`src/rtl/ralu_pkg.sv`:
```
package ralu_pkg;
  localparam int UOP_W = 12;
  localparam int NREG  = 3;
  localparam int REG_A = 0;
  localparam int REG_I = 1;
  localparam int REG_X = 2;

  typedef enum logic [1:0] {
    PAIR_SPEC = 2'b00,
    PAIR_AI   = 2'b01,
    PAIR_XA   = 2'b10,
    PAIR_XI   = 2'b11
  } pair_e;

  typedef enum logic [2:0] {
    OP_XFER = 3'd0,
    OP_NEG  = 3'd1,
    OP_XCHG = 3'd2,
    OP_SUB  = 3'd3,
    OP_OR   = 3'd4,
    OP_AND  = 3'd5,
    OP_XOR  = 3'd6,
    OP_ADD  = 3'd7
  } op_e;

  typedef enum logic [1:0] {
    SRC_A    = 2'd0,
    SRC_I    = 2'd1,
    SRC_X    = 2'd2,
    SRC_ZERO = 2'd3
  } src_e;

  // Decoded micro-operation
  typedef struct packed {
    logic             active;   // 0 for the no-op rows
    logic             special;  // operand-pair code 00
    op_e              op;
    src_e             lsrc;
    src_e             rsrc;
    logic [NREG-1:0]  dest;     // [0]=A [1]=I [2]=X
    logic [3:0]       skip_en;  // [3]>0 [2]<-1 [1]=0 [0]=-1
  } uop_t;
endpackage

```
`src/rtl/ralu_decode.sv`:
```
module ralu_decode
  import ralu_pkg::*;
(
  input  logic [UOP_W-1:0] uop,
  output uop_t             dec
);
  pair_e pair;
  assign pair = pair_e'(uop[11:10]);

  always_comb begin
    dec.active  = 1'b1;
    dec.special = 1'b0;
    dec.op      = op_e'(uop[9:7]);
    dec.lsrc    = SRC_ZERO;
    dec.rsrc    = SRC_ZERO;
    dec.dest    = {uop[4], uop[5], uop[6]};
    dec.skip_en = uop[3:0];
    case (pair)
      PAIR_AI: begin dec.lsrc = SRC_A; dec.rsrc = SRC_I; end
      PAIR_XA: begin dec.lsrc = SRC_X; dec.rsrc = SRC_A; end
      PAIR_XI: begin dec.lsrc = SRC_X; dec.rsrc = SRC_I; end
      default: begin
        dec.special = 1'b1;
        dec.active  = uop[9];
        case (uop[8:7])
          2'b01:   dec.lsrc = SRC_A;
          2'b10:   dec.lsrc = SRC_I;
          2'b11:   dec.lsrc = SRC_X;
          default: dec.lsrc = SRC_ZERO;
        endcase
      end
    endcase
  end
endmodule

```
`src/rtl/ralu_core.sv`:
```
module ralu_core
  import ralu_pkg::*;
#(
  parameter int W = 18
) (
  input  uop_t            dec,
  input  logic [W-1:0]    a,
  input  logic [W-1:0]    i,
  input  logic [W-1:0]    x,
  output logic [W-1:0]    res,
  output logic            ovf,
  output logic [NREG-1:0] sec_we,
  output logic [W-1:0]    sec_val
);
  localparam logic [W-1:0] MAXP = {1'b0, {(W-1){1'b1}}};
  localparam logic [W-1:0] MINN = {1'b1, {(W-1){1'b0}}};
  localparam logic [W-1:0] ONE  = {{(W-1){1'b0}}, 1'b1};

  logic [W-1:0] lv, rv, sum, diff;

  function automatic logic [NREG-1:0] mask_of(input src_e s);
    case (s)
      SRC_A:   mask_of = 3'b001;
      SRC_I:   mask_of = 3'b010;
      SRC_X:   mask_of = 3'b100;
      default: mask_of = 3'b000;
    endcase
  endfunction

  always_comb begin
    case (dec.lsrc)
      SRC_A:   lv = a;
      SRC_I:   lv = i;
      SRC_X:   lv = x;
      default: lv = '0;
    endcase
    case (dec.rsrc)
      SRC_A:   rv = a;
      SRC_I:   rv = i;
      SRC_X:   rv = x;
      default: rv = '0;
    endcase
  end

  assign sum  = lv + rv;
  assign diff = lv - rv;

  always_comb begin
    res     = '0;
    ovf     = 1'b0;
    sec_we  = '0;
    sec_val = '0;
    if (!dec.active) begin
      res = '0;
    end else if (dec.special) begin
      if (dec.lsrc != SRC_ZERO) begin
        res = lv + ONE;
        ovf = (lv == MAXP);
      end
    end else begin
      case (dec.op)
        OP_XFER: begin
          res    = rv;
          sec_we = mask_of(dec.rsrc);
        end
        OP_NEG: begin
          res = -rv;
          ovf = (rv == MINN);
        end
        OP_XCHG: begin
          res     = rv;
          sec_we  = mask_of(dec.rsrc);
          sec_val = lv;
        end
        OP_SUB: begin
          res = diff;
          ovf = (lv[W-1] != rv[W-1]) && (diff[W-1] != lv[W-1]);
        end
        OP_OR:  res = lv | rv;
        OP_AND: res = lv & rv;
        OP_XOR: res = lv ^ rv;
        default: begin
          res = sum;
          ovf = (lv[W-1] == rv[W-1]) && (sum[W-1] != lv[W-1]);
        end
      endcase
    end
  end
endmodule

```
`src/rtl/ralu_writeback.sv`:
```
module ralu_writeback
  import ralu_pkg::*;
#(
  parameter int W = 18
) (
  input  logic            active,
  input  logic [NREG-1:0] dest,
  input  logic [W-1:0]    res,
  input  logic [NREG-1:0] sec_we,
  input  logic [W-1:0]    sec_val,
  input  logic [W-1:0]    a,
  input  logic [W-1:0]    i,
  input  logic [W-1:0]    x,
  output logic [W-1:0]    a_n,
  output logic [W-1:0]    i_n,
  output logic [W-1:0]    x_n
);
  logic [W-1:0] cur [NREG];
  logic [W-1:0] nxt [NREG];

  assign cur[REG_A] = a;
  assign cur[REG_I] = i;
  assign cur[REG_X] = x;

  // Destination write has priority over the side-effect write
  for (genvar k = 0; k < NREG; k++) begin : g_reg
    assign nxt[k] = (active && dest[k]) ? res :
                    sec_we[k]           ? sec_val : cur[k];
  end

  assign a_n = nxt[REG_A];
  assign i_n = nxt[REG_I];
  assign x_n = nxt[REG_X];
endmodule

```
`src/rtl/ralu_skip.sv`:
```
module ralu_skip #(
  parameter int W = 18
) (
  input  logic         active,
  input  logic [3:0]   skip_en,
  input  logic [W-1:0] res,
  output logic         skip
);
  logic is_zero, is_m1, is_pos, is_ltm1;

  assign is_zero = (res == '0);
  assign is_m1   = &res;
  assign is_pos  = !res[W-1] && !is_zero;
  assign is_ltm1 = res[W-1] && !is_m1;

  assign skip = active && |(skip_en & {is_pos, is_ltm1, is_zero, is_m1});
endmodule

```
`src/rtl/ralu_top.sv`:
```
module ralu_top
  import ralu_pkg::*;
#(
  parameter int W = 18
) (
  input  logic             clk,
  input  logic             rst,
  input  logic [UOP_W-1:0] uop,
  input  logic [W-1:0]     a_in,
  input  logic [W-1:0]     i_in,
  input  logic [W-1:0]     x_in,
  output logic [W-1:0]     a_out,
  output logic [W-1:0]     i_out,
  output logic [W-1:0]     x_out,
  output logic             skip_out,
  output logic             ovf_out
);
  uop_t            dec;
  logic [W-1:0]    res, sec_val, a_n, i_n, x_n;
  logic [NREG-1:0] sec_we;
  logic            ovf, skip;

  ralu_decode u_dec (.uop(uop), .dec(dec));

  ralu_core #(.W(W)) u_core (
    .dec(dec), .a(a_in), .i(i_in), .x(x_in),
    .res(res), .ovf(ovf), .sec_we(sec_we), .sec_val(sec_val)
  );

  ralu_writeback #(.W(W)) u_wb (
    .active(dec.active), .dest(dec.dest), .res(res),
    .sec_we(sec_we), .sec_val(sec_val),
    .a(a_in), .i(i_in), .x(x_in),
    .a_n(a_n), .i_n(i_n), .x_n(x_n)
  );

  ralu_skip #(.W(W)) u_skip (
    .active(dec.active), .skip_en(dec.skip_en), .res(res), .skip(skip)
  );

  always_ff @(posedge clk) begin
    if (rst) begin
      a_out    <= '0;
      i_out    <= '0;
      x_out    <= '0;
      skip_out <= 1'b0;
      ovf_out  <= 1'b0;
    end else begin
      a_out    <= a_n;
      i_out    <= i_n;
      x_out    <= x_n;
      skip_out <= skip;
      ovf_out  <= ovf;
    end
  end
endmodule

```
`config.mk`:
```
export PLATFORM = sky130hd
export DESIGN_NAME = ralu_top
export DESIGN_NICKNAME = d
export VERILOG_FILES = /design/src/rtl/ralu_pkg.sv /design/src/rtl/ralu_decode.sv /design/src/rtl/ralu_core.sv /design/src/rtl/ralu_writeback.sv /design/src/rtl/ralu_skip.sv /design/src/rtl/ralu_top.sv
export SDC_FILE = /design/constraint.sdc
export NUM_CORES = 1
export LEC_CHECK = 0
export CORE_MARGIN = 5
export CORE_UTILIZATION = 50
export DETAILED_ROUTE_END_ITERATION = 10
export PLACE_DENSITY = 0.76
export SYNTH_ARGS = -nofsm -noshare
export SYNTH_HDL_FRONTEND = slang
export SYNTH_SLANG_ARGS = --single-unit
export TNS_END_PERCENT = 30
```
`constraint.sdc`:
```
create_clock -name clk -period 17.9 [get_ports clk]
set_clock_uncertainty 0.15 [all_clocks]
set_input_delay 1.79 -clock clk [delete_from_list [all_inputs] [get_ports clk]]
set_output_delay 1.79 -clock clk [all_outputs]
set_load 0.03 [all_outputs]
```
# After elaboration in Yosys (flattened, before gate mapping)
# Index checks and enable logic that the tools add are counted.
[word_totals] register_bits=56 output_inout_bits=56
[op_classes] add_sub_neg=4 n_eq_ne=23 muxes=26 bitwise=5 reduce_logical=23
[ops] op="2-to-1 mux 18 bit" n=12
[ops] op="one-hot mux 18 bit (3 select lines)" n=2
[ops] op="one-hot mux 18 bit (6 select lines)" n=1
[ops] op="adder 18 x 1 -> 18 bit, second input constant" n=1
[ops] op="adder 18 bit" n=1
[ops] op="bitwise AND 18 bit" n=1
[ops] op="equality test 18 x 17 -> 1 bit, second input constant" n=1
[ops] op="equality test 18 bit, second input constant" n=1
[ops] op="logical NOT 18 bit" n=1
[ops] op="negator 18 bit" n=1
[ops] op="OR 18 bit" n=1
[ops] op="AND reduction 18 bit" n=1
[ops] op="subtractor 18 bit" n=1
[ops] op="bitwise XOR 18 bit" n=1
[ops] op="equality test 2 bit, second input constant" n=6
[ops] op="equality test 3 bit, second input constant" n=3
[ops] op="2-to-1 mux 3 bit" n=3
[ops] op="one-hot mux 3 bit (3 select lines)" n=1
[ops] op="equality test 2 x 1 -> 1 bit, second input constant" n=4
[ops] op="logical AND 1 bit" n=8
[ops] op="one-hot mux 2 bit (2 select lines)" n=2
[ops] op="OR reduction 2 bit" n=4
[ops] op="equality test 3 x 2 -> 1 bit, second input constant" n=2
[ops] op="one-hot mux 2 bit (3 select lines)" n=1
[ops] op="15 further kinds" n=21

# Depth between registers and ports, before layout
[logic_depth] ltp_word=15 depth_mapped=24

# By module
# A second synthesis with hierarchy kept.
[hier_totals] hier_cells=1029 area_unflattened_um2=7955.1
[by_module_without_submodules] mod="ralu_core" instances=1 cells_per_inst=685 area_per_inst_um2=4695.8 seq_area_each_um2=0.0
[by_module_without_submodules] mod="ralu_top" instances=1 cells_per_inst=118 area_per_inst_um2=1610.3 seq_area_each_um2=1121.1
[by_module_without_submodules] mod="ralu_writeback" instances=1 cells_per_inst=189 area_per_inst_um2=1375.1 seq_area_each_um2=0.0
[by_module_without_submodules] mod="ralu_decode" instances=1 cells_per_inst=20 area_per_inst_um2=146.4 seq_area_each_um2=0.0
[by_module_without_submodules] mod="ralu_skip" instances=1 cells_per_inst=17 area_per_inst_um2=127.6 seq_area_each_um2=0.0

# Worst setup path after synthesis
# OpenSTA, ideal clock, no wires.
[synth_path] path_type="input to register" start="input port uop[7]" end="register skip_out" setup_ns=0.116 arrival_ns=6.644 required_time_ns=17.634 path_slack_ns=10.990 stages=24 n_path_buf=2 path_cell_list="inv_1 > ha_1 > buf_6 > nor3b_2 > o21a_2 > buf_6 > a221o_2 > and2_1 > inv_1 > ha_1 > inv_1 > fa_1 > a21o_1 > a22oi_1 > a21oi_1 > a31oi_1 > xnor2_1 > a221oi_1 > a211oi_1 > a21oi_1 > or4_1 > nor4b_2 > mux2_2 > o211a_1"
[synth_via] elab_chain_cells=15 elab_cells_between_ends=38 cone_classes="3 x add/sub; 12 x eq/ne; 7 x mux; 4 x bitwise; 12 x reduce/logical"
[synth_lines] element="from (decl)" line_no="ralu_top.sv:8" text="input logic [UOP_W-1:0] uop,"
[synth_lines] element="equality test 2 bit or equality test 2 x 1 -> 1 bit (tied branches)" line_no="ralu_decode.sv:25" text="case (uop[8:7])"
[synth_lines] element="one-hot mux 2 bit (3 select lines)" line_no="ralu_decode.sv:25"
[synth_lines] element="one-hot mux 2 bit (2 select lines)" line_no="ralu_decode.sv:18" text="case (pair)"
[synth_lines] element="equality test 2 bit (tied with other cells)" line_no="ralu_core.sv:31" text="case (dec.lsrc)"
[synth_lines] element="one-hot mux 18 bit (3 select lines)" line_no="ralu_core.sv:31"
[synth_lines] element="adder 18 bit (tied with other cells)" line_no="ralu_core.sv:45" text="assign sum = lv + rv;"
[synth_lines] element="one-hot mux 18 bit (6 select lines) or 2-to-1 mux 18 bit (tied branches)" line_no="ralu_core.sv:61, ralu_core.sv:56"
[synth_lines] element="2-to-1 mux 18 bit *" line_no="ralu_core.sv:55" text="end else if (dec.special) begin"
[synth_lines] element="2-to-1 mux 18 bit *" line_no="ralu_core.sv:53" text="if (!dec.active) begin"
[synth_lines] element="AND reduction 18 bit or logical NOT 18 bit (tied branches)" line_no="ralu_skip.sv:12, ralu_skip.sv:11"
[synth_lines] element="logical NOT 1 bit, on equally long branches" line_no="ralu_skip.sv:14, ralu_skip.sv:13"
[synth_lines] element="logical AND 1 bit, on equally long branches" line_no="ralu_skip.sv:14, ralu_skip.sv:13"
[synth_lines] element="bitwise AND 4 bit *" line_no="ralu_skip.sv:16" text="assign skip = active && |(skip_en & {is_pos, is_ltm1, is_zero, is_m1});"
[synth_lines] element="OR reduction 4 bit *" line_no="ralu_skip.sv:16"
[synth_lines] element="logical AND 1 bit *" line_no="ralu_skip.sv:16"
[synth_lines] element="to (signal assigned)" line_no="ralu_top.sv:52" text="skip_out <= skip;"
[synth_lines] element="to (decl)" line_no="ralu_top.sv:15" text="output logic skip_out,"
# Every way passes the cells marked *; elsewhere a longest branch is shown, timed or not.
# A chain may end at the register's enable or synchronous reset.

# Final worst setup path
# Same ends and word-level chain as after synthesis.

==> key figures <==
Run status
  – Run status: complete, no violations

Clocking
  – Cts bufs inserted: 5
  – Clock slew at reported path FFs: 0.07 ns
  – Htree depth: 2
  – Clk sinks: 56
  – CTS Root Buffer Type: clkbuf_16
  – Cts hold-fix bufs: 0
  – Clock tree from TritonCTS: done
  – Post-CTS setup buffer count: 0
  – Resize count post-CTS: 0
  – Clock Tree Buf Depth: 2

STA
  – Measured slew at the worst slew-check pin: 1.07 ns
  – Crit path time final: 8.20 ns
  – Max frequency: 122 MHz
  – WHS: 1.99 ns
  – Slew HR: 0.284
  – Final setup TNS: 0 ns
  – Final hold vios: 0
  – Final Max Tran Viols: 0
  – Final setup vio count: 0
  – RSZ-0062 raised after global routing: false
  – Fin crit share: 0.458

Floorplanning
  – Top-Level Pins: 124
  – Die H: 131 µm
  – Starting Density: 0.507
  – Site row count: 44
  – Die width: 131 µm
  – Core ar.: 14400 µm²
  – Die ar.: 17100 µm²

Place
  – Post-DP HPWL: 21400 µm
  – Gpl congestion: 0.959
  – Number of I/O port buffers: 123
  – DP Area: 8530 µm²

Global routing
  – Global-route wire length before repair: 42200 µm
  – Initial antenna violation count: 0
  – Pin count of the biggest net entering global routing: 57
  – Grt total ovfl: 0
  – Total GRT Usage: 0.310
  – Vias in the first global route: 7708

Synth
  – Xor and xnor area share after synthesis: 0.0431
  – Count leader, synth: nand2_1
  – Synth area leaders: dfxtp_1 15%, ha_1 10%, nand2_1 6.3%
  – Largest family of logic cells by synthesized area: compound AO/OA/AOI/OAI gates
  – Post-synth EDFFs: 0
  – Syn Area/Cell: 7.18 µm²
  – Synth top area share: 0.153
  – Ys flop type: dfxtp_1
  – Yosys reg bits: 56
  – Dominant cell type by area after synthesis: dfxtp_1
  – Multiplexer share of the synthesized area: 0.0154
  – Ys async rst share: 0
  – Netlist cell types: 90
  – Yosys warns: 0
  – Simple logic cell fraction of the synthesized area: 0.253
  – Synth Area in Compound Gates: 0.347
  – Cell Area, Synth: 7310 µm²
  – Commonest cells in the synthesized netlist: 122 x nand2_1, 79 x nor2_1, 62 x a21oi_1
  – Post-synthesis adder-cell area fraction: 0.110
  – Register area share after synthesis: 0.153
  – Cell count after synthesis: 1018
  – Syn_nets: 1149

Critical path
  – Critical Path Max Stage Delay: 0.73 ns
  – Setup crit start: uop[7]
  – Cell at the slowest stage of the critical path: ha_1
  – Crit. End Element: flip-flop
  – Critical path startpoint category: input port
  – Crit path kind: in -> reg
  – Sequence of cells on the critical path: clkdlybuf4s50_1, inv_1, ha_1, nor3b_2, o21a_2, a221o_2, and2_1, ha_1, inv_1, fa_1, o21bai_1, a2111oi_0, o41ai_1, xnor2_1, a21oi_1, a211oi_4, nand4_1, or4b_1, or4_1, o21ai_1, o311ai_1, o211a_1
  – Worst EP required: 17.94 ns
  – Critical path peak fanout: 19
  – Setup crit end: skip_out
  – Worst path arrival time: 8.24 ns

Route
  – Vias: 8449
  – Antenna-violating nets left: 0
  – Final wirelength: 27600 µm
  – First DRT Iteration DRCs: 1330
  – Vias/cell: 6.63
  – Wire per inst: 21.6 µm
  – DRC violations left: 0
  – DRT Pass-1 Iters: 6

Layout
  – Fin area: 8720 µm²
  – Total Nets Final: 1221
  – Register area: 1120 µm²
  – Fin util: 0.604
  – P&R area growth vs syn: 19.3%
  – Area of the multi-input gates: 5620 µm²
  – Ant diodes: 0
  – Fill count: 1337
  – Share of layout cells above drive strength 1: 0.0560

Worst hold path
  – Worst Hold Class: in -> reg

Job
  – Max Cap Viol: 0

Power and ir drop
  – Leak: 3.39 nW
  – Worst vdd ir: 0.0357 mV
  – Pwr/cell area: 68.1 nW/µm²
  – Total Power: 0.000593 W
per-stage QoR:
| stage | cells | setup WS [ns] |
|---|---|---|
| 5_1_grt | 1274 | 9.28 |
| 3_5_place_dp | 1267 | 9.58 |
| 3_3_place_gp | 1267 | 9.71 |
| 4_1_cts | 1274 | 9.86 |
| 2_1_floorplan | 1018 | 10.99 |
| 6_report | 1274 | 9.70 |
registers in the layout, summed over array words and instances (netlist names):
name      cells
i_out        18
a_out        18
x_out        18
skip_out      1
ovf_out       1
routing by layer:
layer | share of wire | wire length [µm] | track usage
met1 | 0.41 | 11400 | 0.438
met4 | 0.040 | 1100 | 0.125
met2 | 0.42 | 11700 | 0.477
met5 | 0 | 0 | 0
met3 | 0.12 | 3380 | 0.0402
layout by cell type, fill, tap and decap left out, types with 14 or more instances in the layout:
cell type / count
a211oi_1: 59
ha_1: 61
dfxtp_1: 56
a31oi_1: 14
nand2_1: 122
clkdlybuf4s50_1: 121
inv_1: 58
o221ai_1: 14
xnor2_1: 31
a21oi_1: 62
o211ai_1: 14
a221oi_1: 16
nor2_1: 79
nand3_1: 16
nor3_1: 41
o21ai_0: 53
worst max-delay path: cells and delay by family:
family / cells / cell delay [ns]
xor gates and xnor gates: 1 / 0.21
AOI/OAI and AO/OA: 10 / 2.34
adders and majority gates: 3 / 1.41
buffers and inverters: 3 / 0.80
and+or+nand+nor: 5 / 1.67
logic make-up after synthesis:
| group | after synthesis |
|---|---|
| compound gates | 355 |
| xor+xnor | 36 |
| fa+ha+maj | 63 |
| buf+inv | 135 |
| flops | 56 |
| mux | 11 |
| simple gates | 362 |
where the power goes:
group | leakage (nW) | internal [W] | switching, W
Sequential | 0.466 | 0.000137 | 0.00000323
Combinational | 2.84 | 0.000125 | 0.000208
Clock | 0.0899 | 0.0000793 | 0.0000409
Total | 3.39 | 0.000341 | 0.000252
final cells by class:
class,instances,share of cell area
clock inverter,2,0.00689
timing repair buffer,136,0.151
tap,184,0.0264
inverter,64,0.0276
clock buffer,5,0.0144
multi-input combinational,827,0.645
sequential,56,0.129
how the worst min path moves through the flow:
stage	start	to	slack (ns)	cells after the start
2_1_floorplan	x_in[17]	x_out[17]	1.78	2
5_1_grt	rst	x_out[17]	2.03	2
6_report	rst	i_out[11]	1.99	2
3_5_place_dp	rst	i_out[11]	2.27	2
3_3_place_gp	rst	a_out[16]	2.26	2
4_1_cts	rst	i_out[11]	1.97	2
No activity file was read; power rests on OpenSTA's default activity.
